==> src/rtl/evf_pkg.sv <==
package evf_pkg;
  localparam int DEV_W = 8;
  localparam logic [DEV_W-1:0] DEV_ADDR_LO = 8'hA0;
  localparam logic [DEV_W-1:0] DEV_ADDR_HI = 8'hA2;

  typedef enum logic [1:0] {
    ST_ARMED = 2'd0,
    ST_FETCH = 2'd1,
    ST_HELD  = 2'd2
  } fetch_st_t;
endpackage

==> src/rtl/evf_line_sync.sv <==
module evf_line_sync #(
  parameter int N_LINES = 3
) (
  input  logic               clk,
  input  logic               rst,
  input  logic [N_LINES-1:0] line_i,
  output logic [N_LINES-1:0] rise_o,
  output logic [N_LINES-1:0] fall_o
);
  logic [N_LINES-1:0] meta_q, sync_q, prev_q;

  always_ff @(posedge clk) begin
    if (rst) begin
      meta_q <= '0;
      sync_q <= '0;
      prev_q <= '0;
    end else begin
      meta_q <= line_i;
      sync_q <= meta_q;
      prev_q <= sync_q;
    end
  end

  assign rise_o = sync_q & ~prev_q;
  assign fall_o = ~sync_q & prev_q;
endmodule

==> src/rtl/evf_store.sv <==
module evf_store #(
  parameter int DEPTH  = 32,
  parameter int DATA_W = 8,
  localparam int IDX_W = $clog2(DEPTH)
) (
  input  logic              clk,
  input  logic              we_i,
  input  logic [IDX_W-1:0]  waddr_i,
  input  logic [DATA_W-1:0] wdata_i,
  input  logic [IDX_W-1:0]  raddr_i,
  output logic [DATA_W-1:0] rdata_o
);
  logic [DATA_W-1:0] mem [DEPTH];

  always_ff @(posedge clk) begin
    if (we_i) mem[waddr_i] <= wdata_i;
    rdata_o <= mem[raddr_i];
  end
endmodule

==> src/rtl/evf_seq.sv <==
module evf_seq
  import evf_pkg::*;
#(
  parameter int N_LINES = 3,
  parameter int ADDR_W  = 8,
  parameter int MAX_LEN = 32,
  localparam int LEN_W  = $clog2(MAX_LEN),
  localparam int SEL_W  = $clog2(N_LINES + 1)
) (
  input  logic               clk,
  input  logic               rst,
  input  logic [N_LINES-1:0] rise_i,
  input  logic [N_LINES-1:0] fall_i,
  input  logic [SEL_W-1:0]   cfg_sel_i,
  input  logic               cfg_rising_i,
  input  logic [ADDR_W-1:0]  cfg_offset_i,
  input  logic [LEN_W-1:0]   cfg_len_m1_i,
  input  logic               cfg_dev_sel_i,
  input  logic               rearm_i,
  input  logic               rd_ack_i,
  input  logic               rd_nack_i,
  output logic               rd_req_o,
  output logic [ADDR_W-1:0]  rd_addr_o,
  output logic               wr_en_o,
  output logic [LEN_W-1:0]   wr_idx_o,
  output logic [ADDR_W-1:0]  base_o,
  output logic [LEN_W-1:0]   last_o,
  output logic               dev_sel_o,
  output logic               valid_o,
  output logic               irq_o
);
  fetch_st_t        st_q;
  logic [LEN_W-1:0] idx_q;
  logic             trig;

  always_comb begin
    trig = 1'b0;
    for (int i = 0; i < N_LINES; i++) begin
      if (cfg_sel_i == SEL_W'(i))
        trig = cfg_rising_i ? rise_i[i] : fall_i[i];
    end
  end

  always_ff @(posedge clk) begin
    if (rst) begin
      st_q      <= ST_ARMED;
      idx_q     <= '0;
      rd_req_o  <= 1'b0;
      rd_addr_o <= '0;
      base_o    <= '0;
      last_o    <= '0;
      dev_sel_o <= 1'b0;
      valid_o   <= 1'b0;
      irq_o     <= 1'b0;
    end else begin
      if (rearm_i) irq_o <= 1'b0;
      unique case (st_q)
        ST_ARMED: begin
          if (trig) begin
            base_o    <= cfg_offset_i;
            last_o    <= cfg_len_m1_i;
            dev_sel_o <= cfg_dev_sel_i;
            rd_addr_o <= cfg_offset_i;
            valid_o   <= 1'b0;
            idx_q     <= '0;
            rd_req_o  <= 1'b1;
            st_q      <= ST_FETCH;
          end
        end
        ST_FETCH: begin
          if (rd_ack_i) begin
            if (idx_q == last_o) begin
              rd_req_o <= 1'b0;
              valid_o  <= 1'b1;
              irq_o    <= 1'b1;
              st_q     <= ST_HELD;
            end else begin
              idx_q     <= idx_q + 1'b1;
              rd_addr_o <= rd_addr_o + 1'b1;
            end
          end else if (rd_nack_i) begin
            rd_req_o <= 1'b0;
            st_q     <= ST_ARMED;
          end
        end
        ST_HELD: begin
          if (rearm_i) st_q <= ST_ARMED;
        end
        default: st_q <= ST_ARMED;
      endcase
    end
  end

  assign wr_en_o  = (st_q == ST_FETCH) && rd_ack_i;
  assign wr_idx_o = idx_q;

  // an unanswered request keeps its address
  a_r2_req_stable: assert property (@(posedge clk) disable iff (rst)
    rd_req_o && !rd_ack_i && !rd_nack_i |=> rd_req_o && $stable(rd_addr_o));
  // the bus master answers only a live request, and with one kind of pulse
  a_r2_answer_legal: assert property (@(posedge clk) disable iff (rst)
    (rd_ack_i || rd_nack_i) |-> rd_req_o && !(rd_ack_i && rd_nack_i));
  // the last acknowledged byte raises the interrupt and validates the store
  a_r4_done_irq: assert property (@(posedge clk) disable iff (rst)
    rd_req_o && rd_ack_i && idx_q == last_o |=> irq_o && valid_o && !rd_req_o);
  // while held, nothing is requested until the re-arm
  a_r5_held_quiet: assert property (@(posedge clk) disable iff (rst)
    st_q == ST_HELD && !rearm_i |=> !rd_req_o && irq_o);
  // a refusal leaves the block armed, without an interrupt
  a_r6_nack_clean: assert property (@(posedge clk) disable iff (rst)
    rd_req_o && rd_nack_i && !rd_ack_i |=> !rd_req_o && !irq_o && !valid_o && st_q == ST_ARMED);
  // a disabled selection never starts a fetch
  a_r3_off_no_start: assert property (@(posedge clk) disable iff (rst)
    st_q == ST_ARMED && cfg_sel_i >= SEL_W'(N_LINES) |=> !rd_req_o);
endmodule

==> src/rtl/evf_prefetch_port.sv <==
module evf_prefetch_port
  import evf_pkg::*;
#(
  parameter int N_LINES = 3,
  parameter int ADDR_W  = 8,
  parameter int DATA_W  = 8,
  parameter int MAX_LEN = 32,
  localparam int LEN_W  = $clog2(MAX_LEN),
  localparam int SEL_W  = $clog2(N_LINES + 1)
) (
  input  logic               clk,
  input  logic               rst,
  input  logic [N_LINES-1:0] line_i,
  input  logic [SEL_W-1:0]   cfg_sel_i,
  input  logic               cfg_rising_i,
  input  logic [ADDR_W-1:0]  cfg_offset_i,
  input  logic [LEN_W-1:0]   cfg_len_m1_i,
  input  logic               cfg_dev_sel_i,
  input  logic               rearm_i,
  output logic               rd_req_o,
  output logic [DEV_W-1:0]   rd_dev_addr_o,
  output logic [ADDR_W-1:0]  rd_addr_o,
  input  logic               rd_ack_i,
  input  logic               rd_nack_i,
  input  logic [DATA_W-1:0]  rd_data_i,
  output logic               host_int_n_o,
  output logic               port_flag_o,
  input  logic               lk_valid_i,
  input  logic [DEV_W-1:0]   lk_dev_addr_i,
  input  logic [ADDR_W-1:0]  lk_addr_i,
  input  logic               per_hit_i,
  input  logic [DATA_W-1:0]  per_data_i,
  output logic               lk_rsp_valid_o,
  output logic               lk_rsp_hit_o,
  output logic [DATA_W-1:0]  lk_rsp_data_o
);
  logic [N_LINES-1:0] rise, fall;
  logic               wr_en, dev_sel, valid, irq;
  logic [LEN_W-1:0]   wr_idx, last;
  logic [ADDR_W-1:0]  base, diff;
  logic [DATA_W-1:0]  ram_q;
  logic [DEV_W-1:0]   dev_addr;
  logic               hit_c, s1_v, s1_hit;

  evf_line_sync #(.N_LINES(N_LINES)) i_sync (
    .clk(clk), .rst(rst), .line_i(line_i), .rise_o(rise), .fall_o(fall)
  );

  evf_seq #(.N_LINES(N_LINES), .ADDR_W(ADDR_W), .MAX_LEN(MAX_LEN)) i_seq (
    .clk(clk), .rst(rst), .rise_i(rise), .fall_i(fall),
    .cfg_sel_i(cfg_sel_i), .cfg_rising_i(cfg_rising_i),
    .cfg_offset_i(cfg_offset_i), .cfg_len_m1_i(cfg_len_m1_i),
    .cfg_dev_sel_i(cfg_dev_sel_i), .rearm_i(rearm_i),
    .rd_ack_i(rd_ack_i), .rd_nack_i(rd_nack_i),
    .rd_req_o(rd_req_o), .rd_addr_o(rd_addr_o),
    .wr_en_o(wr_en), .wr_idx_o(wr_idx), .base_o(base), .last_o(last),
    .dev_sel_o(dev_sel), .valid_o(valid), .irq_o(irq)
  );

  assign dev_addr      = dev_sel ? DEV_ADDR_HI : DEV_ADDR_LO;
  assign rd_dev_addr_o = dev_addr;
  assign host_int_n_o  = ~irq;
  assign port_flag_o   = irq;

  // Offset of the lookup inside the captured range (wraps like the fetch)
  assign diff  = lk_addr_i - base;
  assign hit_c = valid && (lk_dev_addr_i == dev_addr) && (diff <= ADDR_W'(last));

  evf_store #(.DEPTH(MAX_LEN), .DATA_W(DATA_W)) i_store (
    .clk(clk), .we_i(wr_en), .waddr_i(wr_idx), .wdata_i(rd_data_i),
    .raddr_i(diff[LEN_W-1:0]), .rdata_o(ram_q)
  );

  always_ff @(posedge clk) begin
    if (rst) begin
      s1_v           <= 1'b0;
      s1_hit         <= 1'b0;
      lk_rsp_valid_o <= 1'b0;
      lk_rsp_hit_o   <= 1'b0;
      lk_rsp_data_o  <= '0;
    end else begin
      s1_v           <= lk_valid_i;
      s1_hit         <= lk_valid_i && hit_c;
      lk_rsp_valid_o <= s1_v;
      if (s1_hit) begin
        lk_rsp_hit_o  <= 1'b1;
        lk_rsp_data_o <= ram_q;
      end else begin
        lk_rsp_hit_o  <= per_hit_i;
        lk_rsp_data_o <= per_hit_i ? per_data_i : '0;
      end
    end
  end

  // a lookup is answered exactly two cycles later
  a_r7_stage1: assert property (@(posedge clk) disable iff (rst) lk_valid_i |=> s1_v);
  a_r7_stage2: assert property (@(posedge clk) disable iff (rst) s1_v |=> lk_rsp_valid_o);
  // a local hit is served locally whatever the periodic cache says
  a_r8_local_wins: assert property (@(posedge clk) disable iff (rst)
    s1_v && s1_hit |=> lk_rsp_valid_o && lk_rsp_hit_o);
  // no cache holding the byte means a miss with zero data
  a_r9_miss: assert property (@(posedge clk) disable iff (rst)
    s1_v && !s1_hit && !per_hit_i |=> !lk_rsp_hit_o && lk_rsp_data_o == '0);
  // the interrupt pin and the flag always agree
  a_r4_pin_flag: assert property (@(posedge clk) disable iff (rst)
    host_int_n_o == !port_flag_o);
endmodule

==> config.mk <==
export PLATFORM = sky130hd
export DESIGN_NAME = evf_prefetch_port
export DESIGN_NICKNAME = d
export VERILOG_FILES = /design/src/rtl/evf_pkg.sv /design/src/rtl/evf_line_sync.sv /design/src/rtl/evf_store.sv /design/src/rtl/evf_seq.sv /design/src/rtl/evf_prefetch_port.sv
export SDC_FILE = /design/constraint.sdc
export NUM_CORES = 1
export LEC_CHECK = 0
export ABC_AREA = 0
export BUFFER_PORTS_ARGS = -buffer_cell sky130_fd_sc_hd__buf_2
export CAP_MARGIN = 20
export CELL_PAD_IN_SITES_DETAIL_PLACEMENT = 0
export CELL_PAD_IN_SITES_GLOBAL_PLACEMENT = 2
export CORE_MARGIN = 2
export CORE_UTILIZATION = 49
export DETAILED_ROUTE_END_ITERATION = 10
export HOLD_SLACK_MARGIN = 0.12
export PLACE_DENSITY_LB_ADDON = 0.1
export REMOVE_ABC_BUFFERS = 1
export SYNTH_ARGS = -nofsm -noshare
export SYNTH_HDL_FRONTEND = slang
export SYNTH_SLANG_ARGS = --single-unit
==> constraint.sdc <==
create_clock -name clk -period 6.7 [get_ports clk]
set_clock_uncertainty 0.15 [all_clocks]
set_input_delay 1.34 -clock clk [delete_from_list [all_inputs] [get_ports clk]]
set_output_delay 1.34 -clock clk [all_outputs]
set_load 0.01 [all_outputs]
Yosys cells after proc, flatten, opt, wreduce, memory -nomap -nowiden. Memories as Yosys holds them, arrays and structs flattened. A register that Yosys moved wholly into a read port is not among the register bits. Index checks and enable logic that the tools add are counted.

Magnitude comparators: 1. Mux-type cells: 39. Reduce and logical (&&, ||, !) cells: 12. Eq/ne operators: 13. Bitwise gates (word level): 5. Add/subtract/negate cells: 3.

Operators by type and width (count): 2-to-1 mux 8 bit (5); 2-to-1 mux 1 bit (20); case mux 8 bit (2 select lines) (1); AND reduction 4 bit (4); 2-to-1 mux 5 bit (3); 2-to-1 mux 2 bit (6); case mux 5 bit (2 select lines) (1); adder 8 x 1 -> 8 bit, second input constant (1); == test 8 bit (1); less-or-equal comparator 8 x 5 -> 1 bit (1); subtractor 8 bit (1); bitwise AND 3 bit (2); != test 2 bit, second input constant (3); NOT 3 bit (2); case mux 2 bit (3 select lines) (1); adder 5 x 1 -> 5 bit, second input constant (1); == test 5 bit (1); == test 2 x 1 -> 1 bit, second input constant (2); == test 2 bit, second input constant (2); logical AND 1 bit (4); logical NOT 2 bit (2); != test 2 x 1 -> 1 bit, second input constant (2); case mux 1 bit (2 select lines) (2); != test 3 x 2 -> 1 bit, second input constant (1); other kinds (4) (4).

Register bits after elaboration: 53. Memory bits (writable): 256. Bits of input ports: 59. Memories kept: 1.

Memories: i_store.mem (depth 32, width 8, rd ports 1, clocked after memory_dff 1, wr ports 1, RTL line evf_store.sv:13) `logic [DATA_W-1:0] mem [DEPTH];`.

Depth between registers and ports, before layout.
Depth after elaboration: 8. Depth in mapped cells: 11.

Hierarchy. A second synthesis with hierarchy kept.

Cell total of the unflattened synthesis: 730. Area total of the unflattened synthesis: 12829.8 µm².

Modules (own cells, without submodules): evf_store (cells an instance 417, area each 10053.4 µm², instances 1); evf_seq (cells an instance 172, area each 1530.2 µm², instances 1); evf_prefetch_port (cells an instance 117, area each 972.2 µm², instances 1); evf_line_sync (cells an instance 24, area each 274.0 µm², instances 1).

Worst setup path after synthesis. Ideal clock, no wire load.

Kind: input to register. Start: in lk_addr_i[0]. End: reg s1_hit. Arrival: 3758 ps. Library setup time: 103 ps. Path slack: 2689 ps. Stages on the path: 9. Buffers on the path: 1. Cell sequence: inv_1 > ha_1 > fa_1 > xnor2_1 > buf_6 > ha_1 > a21oi_1 > o21ai_0 > a2111oi_2.

Word-level cells in the longest chain between the ends: 4.

RTL lines: from (decl) (RTL line evf_prefetch_port.sv:30) `input logic [ADDR_W-1:0] lk_addr_i,`; subtractor 8 bit (RTL line evf_prefetch_port.sv:66) `assign diff = lk_addr_i - base;`; less-or-equal comparator 8 x 5 -> 1 bit (RTL line evf_prefetch_port.sv:67) `assign hit_c = valid && (lk_dev_addr_i == dev_addr) && (diff <= ADDR_W'(last));`; logical AND 1 bit (RTL line evf_prefetch_port.sv:67); logical AND 1 bit (RTL line evf_prefetch_port.sv:83) `s1_hit <= lk_valid_i && hit_c;`; to (signal assigned) (RTL line evf_prefetch_port.sv:83); to (decl) (RTL line evf_prefetch_port.sv:43) `logic hit_c, s1_v, s1_hit;`.

No other way between the ends. A chain may end at the register's enable or synchronous reset.

Worst setup path after layout.
Start: in lk_addr_i[0]. End: reg i_store.rdata_o[5], read port of i_store.mem.

Word-level cells in the longest chain between the ends: 1.

RTL lines: subtractor 8 bit (RTL line evf_prefetch_port.sv:66); to (decl) (RTL line evf_store.sv:11) `output logic [DATA_W-1:0] rdata_o`.

No other way between the ends.

==> run_results.csv <==
group,metric,value,unit
clock_network,cts_tree,"yes",
hold_path,hp-class,"reg2reg",
placement,port_buffers,80,
logic_synthesis,ys_types,59,
worst_setup_path,cp-end-kind,"flop",
clock_network,clock_path_buffers,3,
cells_and_area,syn2layout_area_growth,13.95,%
routing,routed.top_layer,"met4",
routing,first_iter_violations,602,
sta,post-route-period-util,62.70,%
routing,wl,28.53,mm
floorplan,die_x,166.2,um
cells_and_area,insertedDiodeCount,0,
logic_synthesis,synth-seq-cells,317,
sta,fmax,0.2380,GHz
power_and_ir_drop,p_leak,5.087,nW
logic_synthesis,synth_cells,734,
floorplan,io_pins,88,
clock_network,clock_latency,0.51,ns
floorplan,rows,59,
sta,tns,0,ns
floorplan,die_h,166.2,um
routing,post_drt_wl_per_cell,23.98,um
sta,rsz0062_at_grt,"no",
run,cap_viol_max_count,0,
routing,route.met3.wl,1.552,mm
logic_synthesis,syn_area_per_cell,17.57,sq um
clock_network,cts_buffers,34,
clock_network,postCtsSetupRepairBufs,0,
logic_synthesis,yosysSeqAreaShare,69.07,%
routing,dr_wl_met2,14.15,mm
global_routing,grt-ovfl-total,0,
clock_network,clk_pin_slew,0.06,ns
worst_setup_path,worstSetupPathType,"in2reg",
routing,ant_nets,0,
floorplan,core_area,25980,sq um
placement,post-dp-hpwl,18.40,mm
sta,min_period,4.201,ns
worst_setup_path,crit_chain,"buf_2 > inv_1 > ha_1 > fa_2 > buf_4 > mux4_2 > mux4_2 > mux2_2",
global_routing,grt_pass1_vias,6859,
worst_setup_path,cp.arrival,4.45,ns
routing,via_count,6785,
sta,slew_viol_final,0,
worst_setup_path,critPathSlowestCell,"fa_2",
logic_synthesis,synthArstFlopShare,0,%
sta,setup_viol,0,
sta,maxSlewHeadroom,24.45,%
routing,viasPerCell,5.702,
global_routing,grt_pass1_wl,42.83,mm
routing,wl_met1,12.11,mm
clock_network,clock-root-buffer,"clkbuf_16",
power_and_ir_drop,cellPowerDensity,294.9,nW/um^2
clock_network,cts_sinks,317,
worst_setup_path,start_kind,"primary input",
clock_network,cts_resized,0,
worst_setup_path,worstPathRequired,6.95,ns
clock_network,h-tree-depth,2,
global_routing,grtUsageTotal,20.83,%
cells_and_area,stdcell_count,1190,
cells_and_area,drive_above_1_share,26.78,%
global_routing,grt_antenna_before_repair,0,
worst_setup_path,cp_common_cell,"mux4_2",
power_and_ir_drop,p_total,4.335,mW
clock_network,cts_hold_buf,0,
placement,dp_cells,1127,
placement,gp_congestion,0.7696,
cells_and_area,nNetsFinal,909,
routing,drc,0,
floorplan,die-area,27640,sq um
floorplan,initial_core_util,49.64,%
global_routing,grt_max_degree,57,
routing,first_pass_iters,5,
worst_setup_path,slowest_delay,1.08,ns
logic_synthesis,synth-main-ff-cell,"edfxtp_1",
power_and_ir_drop,peakVddDrop,0.0002783,V
cells_and_area,fin_util,56.56,%
sta,worst_pin_slew,1.129,ns
status,status,"completed",
logic_synthesis,synth_edf_count,256,
worst_setup_path,crit_fanout,27,
logic_synthesis,syn-cell-area,12900,sq um
logic_synthesis,yosys_warnings,0,
sta,hold_slack,0.2744,ns
sta,hold_viol,0,
## through the flow
stage	cell area, sq um	setup WS [ns]
floorplan	12650	1.252
global placement	13560	1.989
detailed placement	13590	1.967
CTS	14650	2.495
global route	14700	2.425
finish	14700	2.499
## synth_stat cells, types with 3 or more instances
library cell / n / area (sq um)
a21o_1: 3 / 22.52
nor2_1: 79 / 296.5
ha_1: 18 / 225.2
nand2b_1: 7 / 43.79
xor2_1: 5 / 43.79
nor3_1: 6 / 30.03
edfxtp_1: 256 / 7687
clkbuf_1: 10 / 37.54
o21ai_0: 6 / 30.03
buf_6: 7 / 78.83
mux2i_1: 16 / 160.2
nand2_1: 24 / 90.09
nand3_1: 8 / 40.04
buf_4: 10 / 75.07
o21a_1: 4 / 30.03
xnor2_1: 11 / 96.34
buf_2: 4 / 20.02
dfxtp_1: 61 / 1221
mux4_2: 65 / 1464
mux4_1: 15 / 394.1
mux2_2: 8 / 90.09
nand3b_1: 4 / 30.03
a22oi_1: 7 / 52.55
a21oi_1: 19 / 95.09
nor2b_1: 15 / 93.84
inv_1: 20 / 75.07
## final cells by class
| type | instances | area [sq um] |
|---|---|---|
| Fill cell | 2014 | 11290 |
| Sequential cell | 317 | 8909 |
| Multi-Input combinational cell | 363 | 3685 |
| Clock buffer | 39 | 890.9 |
| Timing Repair Buffer | 95 | 551.8 |
| Tap cell | 335 | 419.2 |
| Clock inverter | 21 | 167.7 |
| Inverter | 20 | 75.07 |
## registers in the layout (all words and copies together), names as in the netlist, 2 cells and up
signal / cells
i_seq.rd_addr_o: 8
i_sync.sync_q: 3
i_store.mem: 256
i_seq.st_q: 2
lk_rsp_data_o: 8
i_store.rdata_o: 8
i_seq.last_o: 5
i_seq.wr_idx_o: 5
i_seq.base_o: 8
i_sync.meta_q: 3
i_sync.prev_q: 3
## final timing paths
check                    from  cells after the start                  to  slack (ns)
max reg2reg   i_seq.base_o[0]                      6  i_store.rdata_o[5]        3.13
min          i_sync.meta_q[1]                      1    i_sync.sync_q[1]        0.27
min reg2reg  i_sync.meta_q[1]                      1    i_sync.sync_q[1]        0.27
max              lk_addr_i[0]                      8  i_store.rdata_o[5]        2.50
## metal layers
metal,up-vias,GRT usage [%]
met5,-,0
met3,51,3.885
met2,208,34.64
met1,3471,28.42
li1,3055,-
met4,0,6.147
## critical path, delay by kind of cell
family	cells	cell delay [ns]
buffers and inverters	3	0.58
adders and majority gates	2	1.30
muxes	3	1.20
## logic make-up after synthesis
| group | share of synthesized area, % |
|---|---|
| muxes | 16.34 |
| AOI/OAI and AO/OA | 3.172 |
| adders and majority gates | 1.901 |
| other | 0.05822 |
| buffers and inverters | 2.687 |
| xor gates and xnor gates | 1.086 |
| DFF | 69.07 |
| and+or+nand+nor | 5.684 |
## where the power goes
part	leakage (nW)	switching, mW	internal (mW)
clock	0.526	0.736	1.03
combinational	1.76	0.198	0.187
sequential	2.80	0.0218	2.16
total	5.09	0.956	3.38
## cell usage in the layout, fill, tap and decap left out, drive strengths merged, types with 5 or more instances in the layout
cell type	netlist	routed
a21oi	21	21
inv	20	20
conb	2	7
clkinv	0	19
mux2	8	8
a22oi	7	7
clkbuf	12	39
ha	18	18
nand2b	7	7
xnor2	11	11
mux4	80	80
mux2i	16	16
nor2b	15	15
nor2	79	79
edfxtp	256	256
nand3	8	8
o21ai	6	6
dfxtp	61	61
buf	23	95
nor3	6	6
xor2	5	5
nand2	25	25
No activity file was read; power rests on OpenSTA's default activity.
